`src/rtl/tsq_pkg.sv`:
```
package tsq_pkg;
  localparam int STAT_W = 8;

  // Packed so that bit0 is the success flag; CPU software decodes these positions.
  typedef struct packed {
    logic sqe;
    logic crs_lost;
    logic underrun;
    logic late;
    logic coll16;
    logic coll;
    logic deferred;
    logic ok;
  } tx_stat_t;
endpackage

```
`src/rtl/tsq_encode.sv`:
```
module tsq_encode
  import tsq_pkg::*;
(
  input  logic              evt_valid,
  input  tx_stat_t          evt_flags,
  input  logic              cfg_skip_ok,
  output logic              push,
  output logic [STAT_W-1:0] word
);
  tx_stat_t st;

  always_comb begin
    st      = evt_flags;
    // A sixteenth consecutive collision is also a collision.
    st.coll = evt_flags.coll | evt_flags.coll16;
    word    = st;
    push    = evt_valid && !(cfg_skip_ok && evt_flags.ok);
  end
endmodule

```
`src/rtl/tsq_store.sv`:
```
module tsq_store #(
  parameter int DEPTH = 2,
  parameter int W     = 8
) (
  input  logic                         clk,
  input  logic                         rst,
  input  logic                         push,
  input  logic                         pop,
  input  logic [W-1:0]                 wdata,
  output logic [W-1:0]                 rdata,
  output logic [$clog2(DEPTH+1)-1:0]   count,
  output logic [$clog2(DEPTH+1)-1:0]   count_nxt,
  output logic                         drop
);
  localparam int AW = (DEPTH > 1) ? $clog2(DEPTH) : 1;
  localparam int CW = $clog2(DEPTH+1);

  logic [W-1:0]  mem [DEPTH];
  logic [AW-1:0] wp, rp;
  logic          full, empty, pop_ok, push_ok;

  function automatic logic [AW-1:0] step(input logic [AW-1:0] p);
    return (p == AW'(DEPTH-1)) ? '0 : p + AW'(1);
  endfunction

  always_comb begin
    full      = (count == CW'(DEPTH));
    empty     = (count == '0);
    pop_ok    = pop && !empty;
    push_ok   = push && (!full || pop_ok);
    drop      = push && !push_ok;
    count_nxt = count + CW'(push_ok) - CW'(pop_ok);
  end

  // Storage without reset so it maps onto RAM.
  always_ff @(posedge clk) begin
    if (push_ok) mem[wp] <= wdata;
  end

  always_ff @(posedge clk) begin
    if (rst) begin
      wp    <= '0;
      rp    <= '0;
      count <= '0;
    end else begin
      if (push_ok) wp <= step(wp);
      if (pop_ok)  rp <= step(rp);
      count <= count_nxt;
    end
  end

  always_ff @(posedge clk) begin
    if (rst)      rdata <= '0;
    else if (pop) rdata <= empty ? '0 : mem[rp];
  end
endmodule

```
`src/rtl/tsq_flags.sv`:
```
module tsq_flags #(
  parameter int DEPTH = 2
) (
  input  logic                       clk,
  input  logic                       rst,
  input  logic [$clog2(DEPTH+1)-1:0] count_nxt,
  input  logic                       drop,
  input  logic                       cfg_irq_en,
  input  logic                       cfg_halt_full,
  output logic                       irq,
  output logic                       tx_hold,
  output logic                       ovf
);
  localparam int CW = $clog2(DEPTH+1);

  always_ff @(posedge clk) begin
    if (rst) begin
      irq     <= 1'b0;
      tx_hold <= 1'b0;
      ovf     <= 1'b0;
    end else begin
      irq     <= cfg_irq_en && (count_nxt != '0);
      tx_hold <= cfg_halt_full && (count_nxt == CW'(DEPTH));
      ovf     <= ovf | (drop && !cfg_halt_full);
    end
  end
endmodule

```
`src/rtl/tx_status_queue.sv`:
```
module tx_status_queue
  import tsq_pkg::*;
#(
  parameter int DEPTH = 2
) (
  input  logic              clk,
  input  logic              rst,
  input  logic              cfg_skip_ok,
  input  logic              cfg_halt_full,
  input  logic              cfg_irq_en,
  input  logic              evt_valid,
  input  logic              evt_ok,
  input  logic              evt_deferred,
  input  logic              evt_coll,
  input  logic              evt_coll16,
  input  logic              evt_late,
  input  logic              evt_underrun,
  input  logic              evt_crs_lost,
  input  logic              evt_sqe,
  input  logic              rd_strobe,
  output logic [STAT_W-1:0] rd_data,
  output logic              irq,
  output logic              tx_hold,
  output logic              ovf
);
  localparam int CW = $clog2(DEPTH+1);

  tx_stat_t          flags;
  logic              push, drop;
  logic [STAT_W-1:0] word;
  logic [CW-1:0]     occ, occ_nxt;

  always_comb begin
    flags.ok       = evt_ok;
    flags.deferred = evt_deferred;
    flags.coll     = evt_coll;
    flags.coll16   = evt_coll16;
    flags.late     = evt_late;
    flags.underrun = evt_underrun;
    flags.crs_lost = evt_crs_lost;
    flags.sqe      = evt_sqe;
  end

  tsq_encode u_enc (
    .evt_valid   (evt_valid),
    .evt_flags   (flags),
    .cfg_skip_ok (cfg_skip_ok),
    .push        (push),
    .word        (word)
  );

  tsq_store #(.DEPTH(DEPTH), .W(STAT_W)) u_store (
    .clk       (clk),
    .rst       (rst),
    .push      (push),
    .pop       (rd_strobe),
    .wdata     (word),
    .rdata     (rd_data),
    .count     (occ),
    .count_nxt (occ_nxt),
    .drop      (drop)
  );

  tsq_flags #(.DEPTH(DEPTH)) u_flags (
    .clk           (clk),
    .rst           (rst),
    .count_nxt     (occ_nxt),
    .drop          (drop),
    .cfg_irq_en    (cfg_irq_en),
    .cfg_halt_full (cfg_halt_full),
    .irq           (irq),
    .tx_hold       (tx_hold),
    .ovf           (ovf)
  );
endmodule

```
`config.mk`:
```
export PLATFORM = sky130hd
export DESIGN_NAME = tx_status_queue
export DESIGN_NICKNAME = d
export VERILOG_FILES = /design/src/rtl/tsq_pkg.sv /design/src/rtl/tsq_encode.sv /design/src/rtl/tsq_store.sv /design/src/rtl/tsq_flags.sv /design/src/rtl/tx_status_queue.sv
export SDC_FILE = /design/constraint.sdc
export NUM_CORES = 1
export LEC_CHECK = 0
export ABC_AREA = 1
export BUFFER_PORTS_ARGS = -buffer_cell sky130_fd_sc_hd__buf_4
export CELL_PAD_IN_SITES_DETAIL_PLACEMENT = 1
export CELL_PAD_IN_SITES_GLOBAL_PLACEMENT = 1
export CORE_ASPECT_RATIO = 0.7
export CORE_UTILIZATION = 44
export CTS_CLUSTER_SIZE = 24
export DETAILED_ROUTE_END_ITERATION = 7
export HOLD_SLACK_MARGIN = 0.02
export PLACE_DENSITY = 0.87
export SYNTH_ARGS = -nofsm -noshare
export SYNTH_HDL_FRONTEND = slang
export SYNTH_SLANG_ARGS = --single-unit
```
`constraint.sdc`:
```
create_clock -name clk -period 2.3 [get_ports clk]
set_input_delay 0.115 -clock clk [delete_from_list [all_inputs] [get_ports clk]]
set_output_delay 0.115 -clock clk [all_outputs]
set_load 0.05 [all_outputs]
```
==> impl_metrics.toml, run 1 <==
[place]
dp_cells = 165
portBuffers = 25
dp_worst_setup_slack_ns = 0.680
gp_congestion = 0.702
dpl.hpwl_microns = 1990

[worst_setup_path]
critPathRequiredTime_ns = 2.51
maximum_cell_stage_delay_along_the_critical_path_ns = 0.36
cp-startpoint = "u_store.count[1]$_SDFF_PP0_"
reg2reg_setup_slack_ns = 0.63
path_max_fanout = 12
timing_worst_setup_path_type = "reg2reg"
crit_path_to = "u_flags.irq$_SDFF_PP0_"
crit_arrival_ns = 1.88
path_delay_family = "flip-flops"
crit_path_cell_trace = "o21ai_1 > inv_2 > ha_1 > inv_1 > nand3_2 > nand2_1 > nand2_1 > a21oi_1"
timing.reg2reg.worst_path_depth = 8
cp_common_cell = "sky130_fd_sc_hd__nand2_1"
r2r_start = "u_store.count[1]$_SDFF_PP0_"
critPathBufInv = 2
worstReg2RegEnd = "u_flags.irq$_SDFF_PP0_"
worst_path_max_delay_cell = "sky130_fd_sc_hd__dfxtp_1"
timing.critical_path.depth = 8
setup.worst_path.end_class = "flip-flop"
crit_path_start_kind = "flip-flop"

[global_routing]
grt_pass1_vias = 1004
grt_max_degree = 13
grt_first_pass_wirelength_microns = 4670
grt.total_usage = 0.229
grt_antenna_before_repair = 0
globalRouteOverflowTotal = 0

[sta]
period_share = 0.726
worst_setup_slack_after_layout_ns = 0.630
finalMaxSlewViolations = 0
timing.final.crit_period_ns = 1.67
timing_worst_slew_pin_value_ns = 0.782
setup_viol = 0
sum_of_negative_setup_slack_ns = 0
max_freq_mhz = 599
finClkSkew_ns = 0.00563
final-hold-violation-count = 0
rsz0062_at_grt = "false"
slew_headroom = 0.477

[job]
cap_violations = 0

[synth]
syn_inst = 109
yosysWarnings = 0
synth.area.mux_share = 0.0727
postSynthNetCount = 125
mappedNetlistArea_sq_um = 1240
synth_top_family_by_area = "simple AND/OR/NAND/NOR gates"
synth_adder_area_share = 0.0101
synth.area.top_cells = "sky130_fd_sc_hd__edfxtp_1 (39%), sky130_fd_sc_hd__dfxtp_1 (26%), sky130_fd_sc_hd__mux2_2 (7.3%)"
synth_compound_gate_area_share = 0.0737
ys_ff_latch = 32
synth_cell_type_count = 23
synthDominantAreaCellType = "sky130_fd_sc_hd__edfxtp_1"
synth_simple_gate_area_share = 0.145
yosys.area_share.xor_xnor = 0
seq_area_frac_synth = 0.646
synth_top_cell_area_share = 0.388
synth.avg_cell_area_sq_um = 11.4

[die]
die_height_microns = 46.4
initial_utilization = 0.482
floorplan.die.width_microns = 65.4
floorplan.core_area_sq_um = 2570
rows = 15
io_pins = 26
design.die.area_sq_um = 3030

[detailed_routing]
drtPass1Iterations = 4
post_drt_wl_per_cell_microns = 16.3
totalWireLength_microns = 2920
detail_route.drc_violations = 0
detailedRoute.firstIterationViolations = 30
vias = 893
ant_nets = 0
vias_per_cell = 4.99

[clock_network]
cts_max_path_buffers = 2
clkSlewWorstSetupHoldPaths_ns = 0.07
cts.hold.buffers_added = 6
cts_tree = "done"
postCtsSetupBuffers = 0
ctsHtreeMaxLevel = 2
cts_buffers = 5
clock_latency_ns = 0.29
clk_root_buffer_cell = "sky130_fd_sc_hd__clkbuf_8"
cts_repair_resized_insts = 0
numClockSinks = 32

[pwr]
vdd_drop_max_mv = 0.476
power.density_nw_per_um2 = 963
cellLeakagePower_uw = 0.000654

[cells_and_area]
p_r_area_growth_vs_syn_pct = 29.1
layoutNonFillerInstCount = 179
share_of_post_route_cells_with_drive_strength_above_1 = 0.352
antenna-diode-count = 0
layout.nets = 160

[min_path]
hold_class = "in2reg"

[status]
run_status = "complete, no violations"
-- logic make-up after synthesis --
group | Yosys count
buffers and inverters | 14
DFF | 32
and+or+nand+nor | 38
AOI/OAI and AO/OA | 16
adders and majority gates | 1
muxes | 8
-- registers in the layout, summed over array words and instances (netlist names), named ones only --
name             flops
u_flags.ovf          1
u_store.rp           1
u_store.wp           1
u_flags.tx_hold      1
u_flags.irq          1
u_store.rdata        8
u_store.count        2
u_store.mem         16
-- worst register-to-register path, stage by stage (launching register included) --
cell and delay (ns):
sky130_fd_sc_hd__dfxtp_1 0.36, sky130_fd_sc_hd__o21ai_1 0.22, sky130_fd_sc_hd__inv_2 0.14, sky130_fd_sc_hd__ha_1 0.33
sky130_fd_sc_hd__inv_1 0.12, sky130_fd_sc_hd__nand3_2 0.11, sky130_fd_sc_hd__nand2_1 0.11, sky130_fd_sc_hd__nand2_1 0.06
sky130_fd_sc_hd__a21oi_1 0.14
-- metrics by stage --
stage                     hold slack [ns]  power (uW)   util  instance area (sq um)
final                              0.0433        1540  0.622                   1600
after global routing               0.0355        1620  0.622                   1600
after CTS                          0.0358        1550  0.622                   1600
after detailed placement            0.302        1090  0.563                   1450
after global placement              0.306        1060  0.563                   1450
after floorplan                     0.194         987      -                   1240
-- where the power goes --
group          switching [uW]  internal (uW)
Sequential               45.5            665
Clock                     208            238
Combinational             245            138
-- Yosys cell counts (all sizes together) --
cell    count
nand2      26
dfxtp      16
edfxtp     16
a21oi      14
inv        11
mux2        8
nor2        6
nand3       3
buf         2
o21ai       2
clkbuf      1
ha          1
nand4       1
nor3        1
or2         1
-- worst min-delay path by stage --
stage	start	to	slack [ns]	depth (start not counted)
finish	evt_ok	u_store.mem[0][0]$_DFFE_PP_	0.04	1
global route	evt_ok	u_store.mem[0][0]$_DFFE_PP_	0.04	1
CTS	evt_ok	u_store.mem[0][0]$_DFFE_PP_	0.04	1
detailed placement	evt_underrun	u_store.mem[1][5]$_DFFE_PP_	0.30	1
global placement	evt_crs_lost	u_store.mem[1][6]$_DFFE_PP_	0.31	1
floorplan	rst	u_store.wp$_SDFFE_PP0P_	0.19	1
-- layout make-up --
type / count / area [sq um]
fillers: 275 / 972
flip-flops and latches: 32 / 801
multi-input cells: 63 / 374
repair buffers: 31 / 248
clock buffers: 6 / 82.6
well taps: 34 / 42.5
inverters: 11 / 41.3
clock inverters: 2 / 10.0
-- metal layers --
| metal | up-vias | wire length (microns) | track usage |
|---|---|---|---|
| li1 | 434 | - | - |
| met1 | 423 | 1180 | 0.245 |
| met2 | 29 | 1560 | 0.412 |
| met3 | 7 | 126 | 0.0718 |
| met4 | 0 | 50 | 0.126 |
| met5 | - | 0 | 0 |
-- layout by cell type, fill, tap and decap left out, drive strengths merged --
master       count
nand3            3
dfxtp           16
a21oi           14
nor2             6
mux2             8
nand4            1
ha               1
clkinv           2
dlygate4sd3      6
clkbuf           6
buf             25
nor3             1
edfxtp          16
or2              1
o21ai            2
nand2           26
inv             11
No activity file was read; power rests on OpenSTA's default activity.
==> run 2, diff against run 1 <==
ABC_AREA = 0   (was 1)
CORE_UTILIZATION = 42   (was 44)
PLACE_DENSITY = 0.82   (was 0.87)
clock period = 1.6 ns   (was 2.3 ns; I/O delays follow)
==> impl_metrics.toml, run 2 <==
[synth]
synth.top_cells.by_count = "sky130_fd_sc_hd__dfxtp_1 (16), sky130_fd_sc_hd__edfxtp_1 (16), sky130_fd_sc_hd__nor2_1 (11)"
syn_inst = 102
synth_ff_type = "sky130_fd_sc_hd__edfxtp_1"
share_of_synthesized_flip_flops_with_an_asynchronous_set_or_reset = 0
mappedNetlistArea_sq_um = 1300
yosysWarnings = 0
synthDominantAreaCellType = "sky130_fd_sc_hd__edfxtp_1"
postSynthNetCount = 118
seq_area_frac_synth = 0.615
synth.area.top_cells = "sky130_fd_sc_hd__edfxtp_1 (37%), sky130_fd_sc_hd__dfxtp_1 (25%), sky130_fd_sc_hd__mux2_1 (6.9%)"
synth_top_cell_area_share = 0.369
synth.avg_cell_area_sq_um = 12.8
synth_cell_type_count = 30
ys_ff_latch = 32
synth-edff-count = 16

[cells_and_area]
layout_top_registers = "u_store.mem (16), u_store.rdata (8), u_store.count (2)"
layout.filler_cells = 301
post-route-util = 0.601
layout.nets = 155
layout_commonest_cell = "sky130_fd_sc_hd__buf_4"
p_r_area_growth_vs_syn_pct = 32.2
share_of_post_route_cells_with_drive_strength_above_1 = 0.379
antenna-diode-count = 0
top_register = "u_store.mem"
fin_area_sq_um = 1720
most_frequent_cells_in_the_layout = "sky130_fd_sc_hd__buf_4 (28), sky130_fd_sc_hd__edfxtp_1 (16), sky130_fd_sc_hd__dfxtp_1 (15)"
largest_reg_flops = 16

[worst_setup_path]
setup.worst_path.end_class = "flip-flop"
crit_arrival_ns = 1.71
worst_path_max_delay_cell = "sky130_fd_sc_hd__dfxtp_4"
crit_path_cell_trace = "o21a_1 > ha_2 > xor2_4 > o211ai_1 > a211oi_2"
critPathRequiredTime_ns = 1.79
path_max_fanout = 5
timing_worst_setup_path_type = "reg2reg"
r2r_start = "u_store.count[1]$_SDFF_PP0_"
maximum_cell_stage_delay_along_the_critical_path_ns = 0.41
crit_path_start_kind = "flip-flop"
cp-startpoint = "u_store.count[1]$_SDFF_PP0_"

[clock_network]
postCtsSetupBuffers = 0
clkSlewWorstSetupHoldPaths_ns = 0.06
clock_latency_ns = 0.27
clk_root_buffer_cell = "sky130_fd_sc_hd__clkbuf_8"
cts_buffers = 5
ctsHtreeMaxLevel = 2
cts_max_path_buffers = 2
cts_tree = "done"
numClockSinks = 32

[detailed_routing]
post_drt_wl_per_cell_microns = 16.4
drtPass1Iterations = 4
detail_route.drc_violations = 0
detailedRoute.firstIterationViolations = 37
ant_nets = 0
vias_per_cell = 5.11
totalWireLength_microns = 2880
vias = 900

[sta]
max_freq_mhz = 658
final-hold-violation-count = 0
finalMaxSlewViolations = 0
finClkSkew_ns = 0.00602
hold_slack_ns = 0.0896
rsz0062_at_grt = "false"
slew_headroom = 0.729
period_share = 0.950
setup_viol = 0
timing_worst_slew_pin_value_ns = 0.406
timing.final.crit_period_ns = 1.52

[place]
placedInstanceArea_sq_um = 1530
dpl.hpwl_microns = 2060
portBuffers = 25
gp_congestion = 0.691

[global_routing]
grt_pass1_vias = 962
grt_max_degree = 17
globalRoute.busiestLayer = "met2"
globalRouteOverflowTotal = 0
grt.met2_usage = 0.335
globalRouteMet1Util = 0.233
grtUsageMet3 = 0.0637
grt.total_usage = 0.198
grt_antenna_before_repair = 0
grt_first_pass_wirelength_microns = 4560

[die]
floorplan.core_area_sq_um = 2860
rows = 16
design.die.area_sq_um = 3330
die_height_microns = 48.6
floorplan.die.width_microns = 68.6
io_pins = 26
initial_utilization = 0.455

[min_path]
hold_class = "in2reg"
min_from = "cfg_halt_full"

[pwr]
tot_pwr_uw = 2580
power.density_nw_per_um2 = 1500
vdd_drop_max_mv = 0.714
cellLeakagePower_uw = 0.000668

[job]
cap_violations = 0

[status]
run_status = "complete, no violations"
==> run 2: cell count changes in the layout (fill, tap and decap cells not counted), moves of 6 or more <==
| cell | change |
|---|---|
| sky130_fd_sc_hd__nor2_1 | +6 |
| sky130_fd_sc_hd__mux2_2 | -8 |
| sky130_fd_sc_hd__and2b_4 | +7 |
| sky130_fd_sc_hd__mux2_1 | +8 |
| sky130_fd_sc_hd__nand2_1 | -23 |
| sky130_fd_sc_hd__inv_1 | -6 |
==> run 2: area by class of cell <==
type / instances / area (sq um) / share of cell area
inverter: 4 / 18.8 / 0.0109
multi-input combinational: 61 / 493 / 0.286
clock buffer: 8 / 80.1 / 0.0465
tap: 36 / 45.0 / 0.0262
timing repair buffer: 35 / 280 / 0.163
sequential: 32 / 805 / 0.467
==> run 2: worst max-delay path, delay by kind of cell (launching register included) <==
kind                       cells  cell delay [ns]
AOI/OAI and AO/OA              3             0.55
adders and majority gates      1             0.27
DFF                            1             0.41
xor gates and xnor gates       1             0.21
==> run 2: metrics by stage <==
step | worst slack [ns] | instances | TNS [ns]
final | 0.0793 | 176 | 0
after global routing | 0.0303 | 176 | 0
after CTS | -0.0171 | 176 | -0.0171
after detailed placement | -0.0445 | 161 | -0.0602
after global placement | 0.103 | 161 | 0
after floorplan | 0.00685 | 102 | 0
==> run 2: timing repair <==
action | in CTS | in global routing
hold endpoints to repair | 14 | 0
hold buffers | 7 | 0
resized for setup | 2 | 6
pin swaps | 0 | 1
setup endpoints to repair | 2 | 10
gates cloned | 0 | 0
==> run 2: routing by layer <==
metal / vias up / share of wire / wire [microns]
met2: 19 / 0.52 / 1480
li1: 437 / - / -
met1: 439 / 0.43 / 1250
met3: 5 / 0.041 / 117
met4: 0 / 0.0090 / 26
met5: - / 0 / 0
==> run 2: kinds of logic after synthesis <==
kind of cell               count (synthesis)  share of synthesized area
AOI/OAI and AO/OA                         19                     0.0961
xor gates and xnor gates                   3                     0.0202
adders and majority gates                  1                    0.00960
buffers and inverters                      9                     0.0336
DFF                                       32                      0.615
muxes                                      8                     0.0692
and+or+nand+nor                           30                      0.157
==> run 2: path summary, 6_finish.rpt <==
kind                                endpoint  slack [ns]  cells past startpoint
setup / recovery  u_flags.tx_hold$_SDFF_PP0_        0.08                      5
hold / removal    u_flags.tx_hold$_SDFF_PP0_        0.09                      3
setup reg to reg  u_flags.tx_hold$_SDFF_PP0_        0.08                      5
hold reg to reg       u_flags.ovf$_SDFF_PP0_        0.50                      2
==> run 2: power by group <==
part,leakage (uW),total [uW],internal [uW],switching (uW)
clock network,0.0000395,566,308,258
logic,0.000349,896,385,512
registers,0.000279,1120,999,117
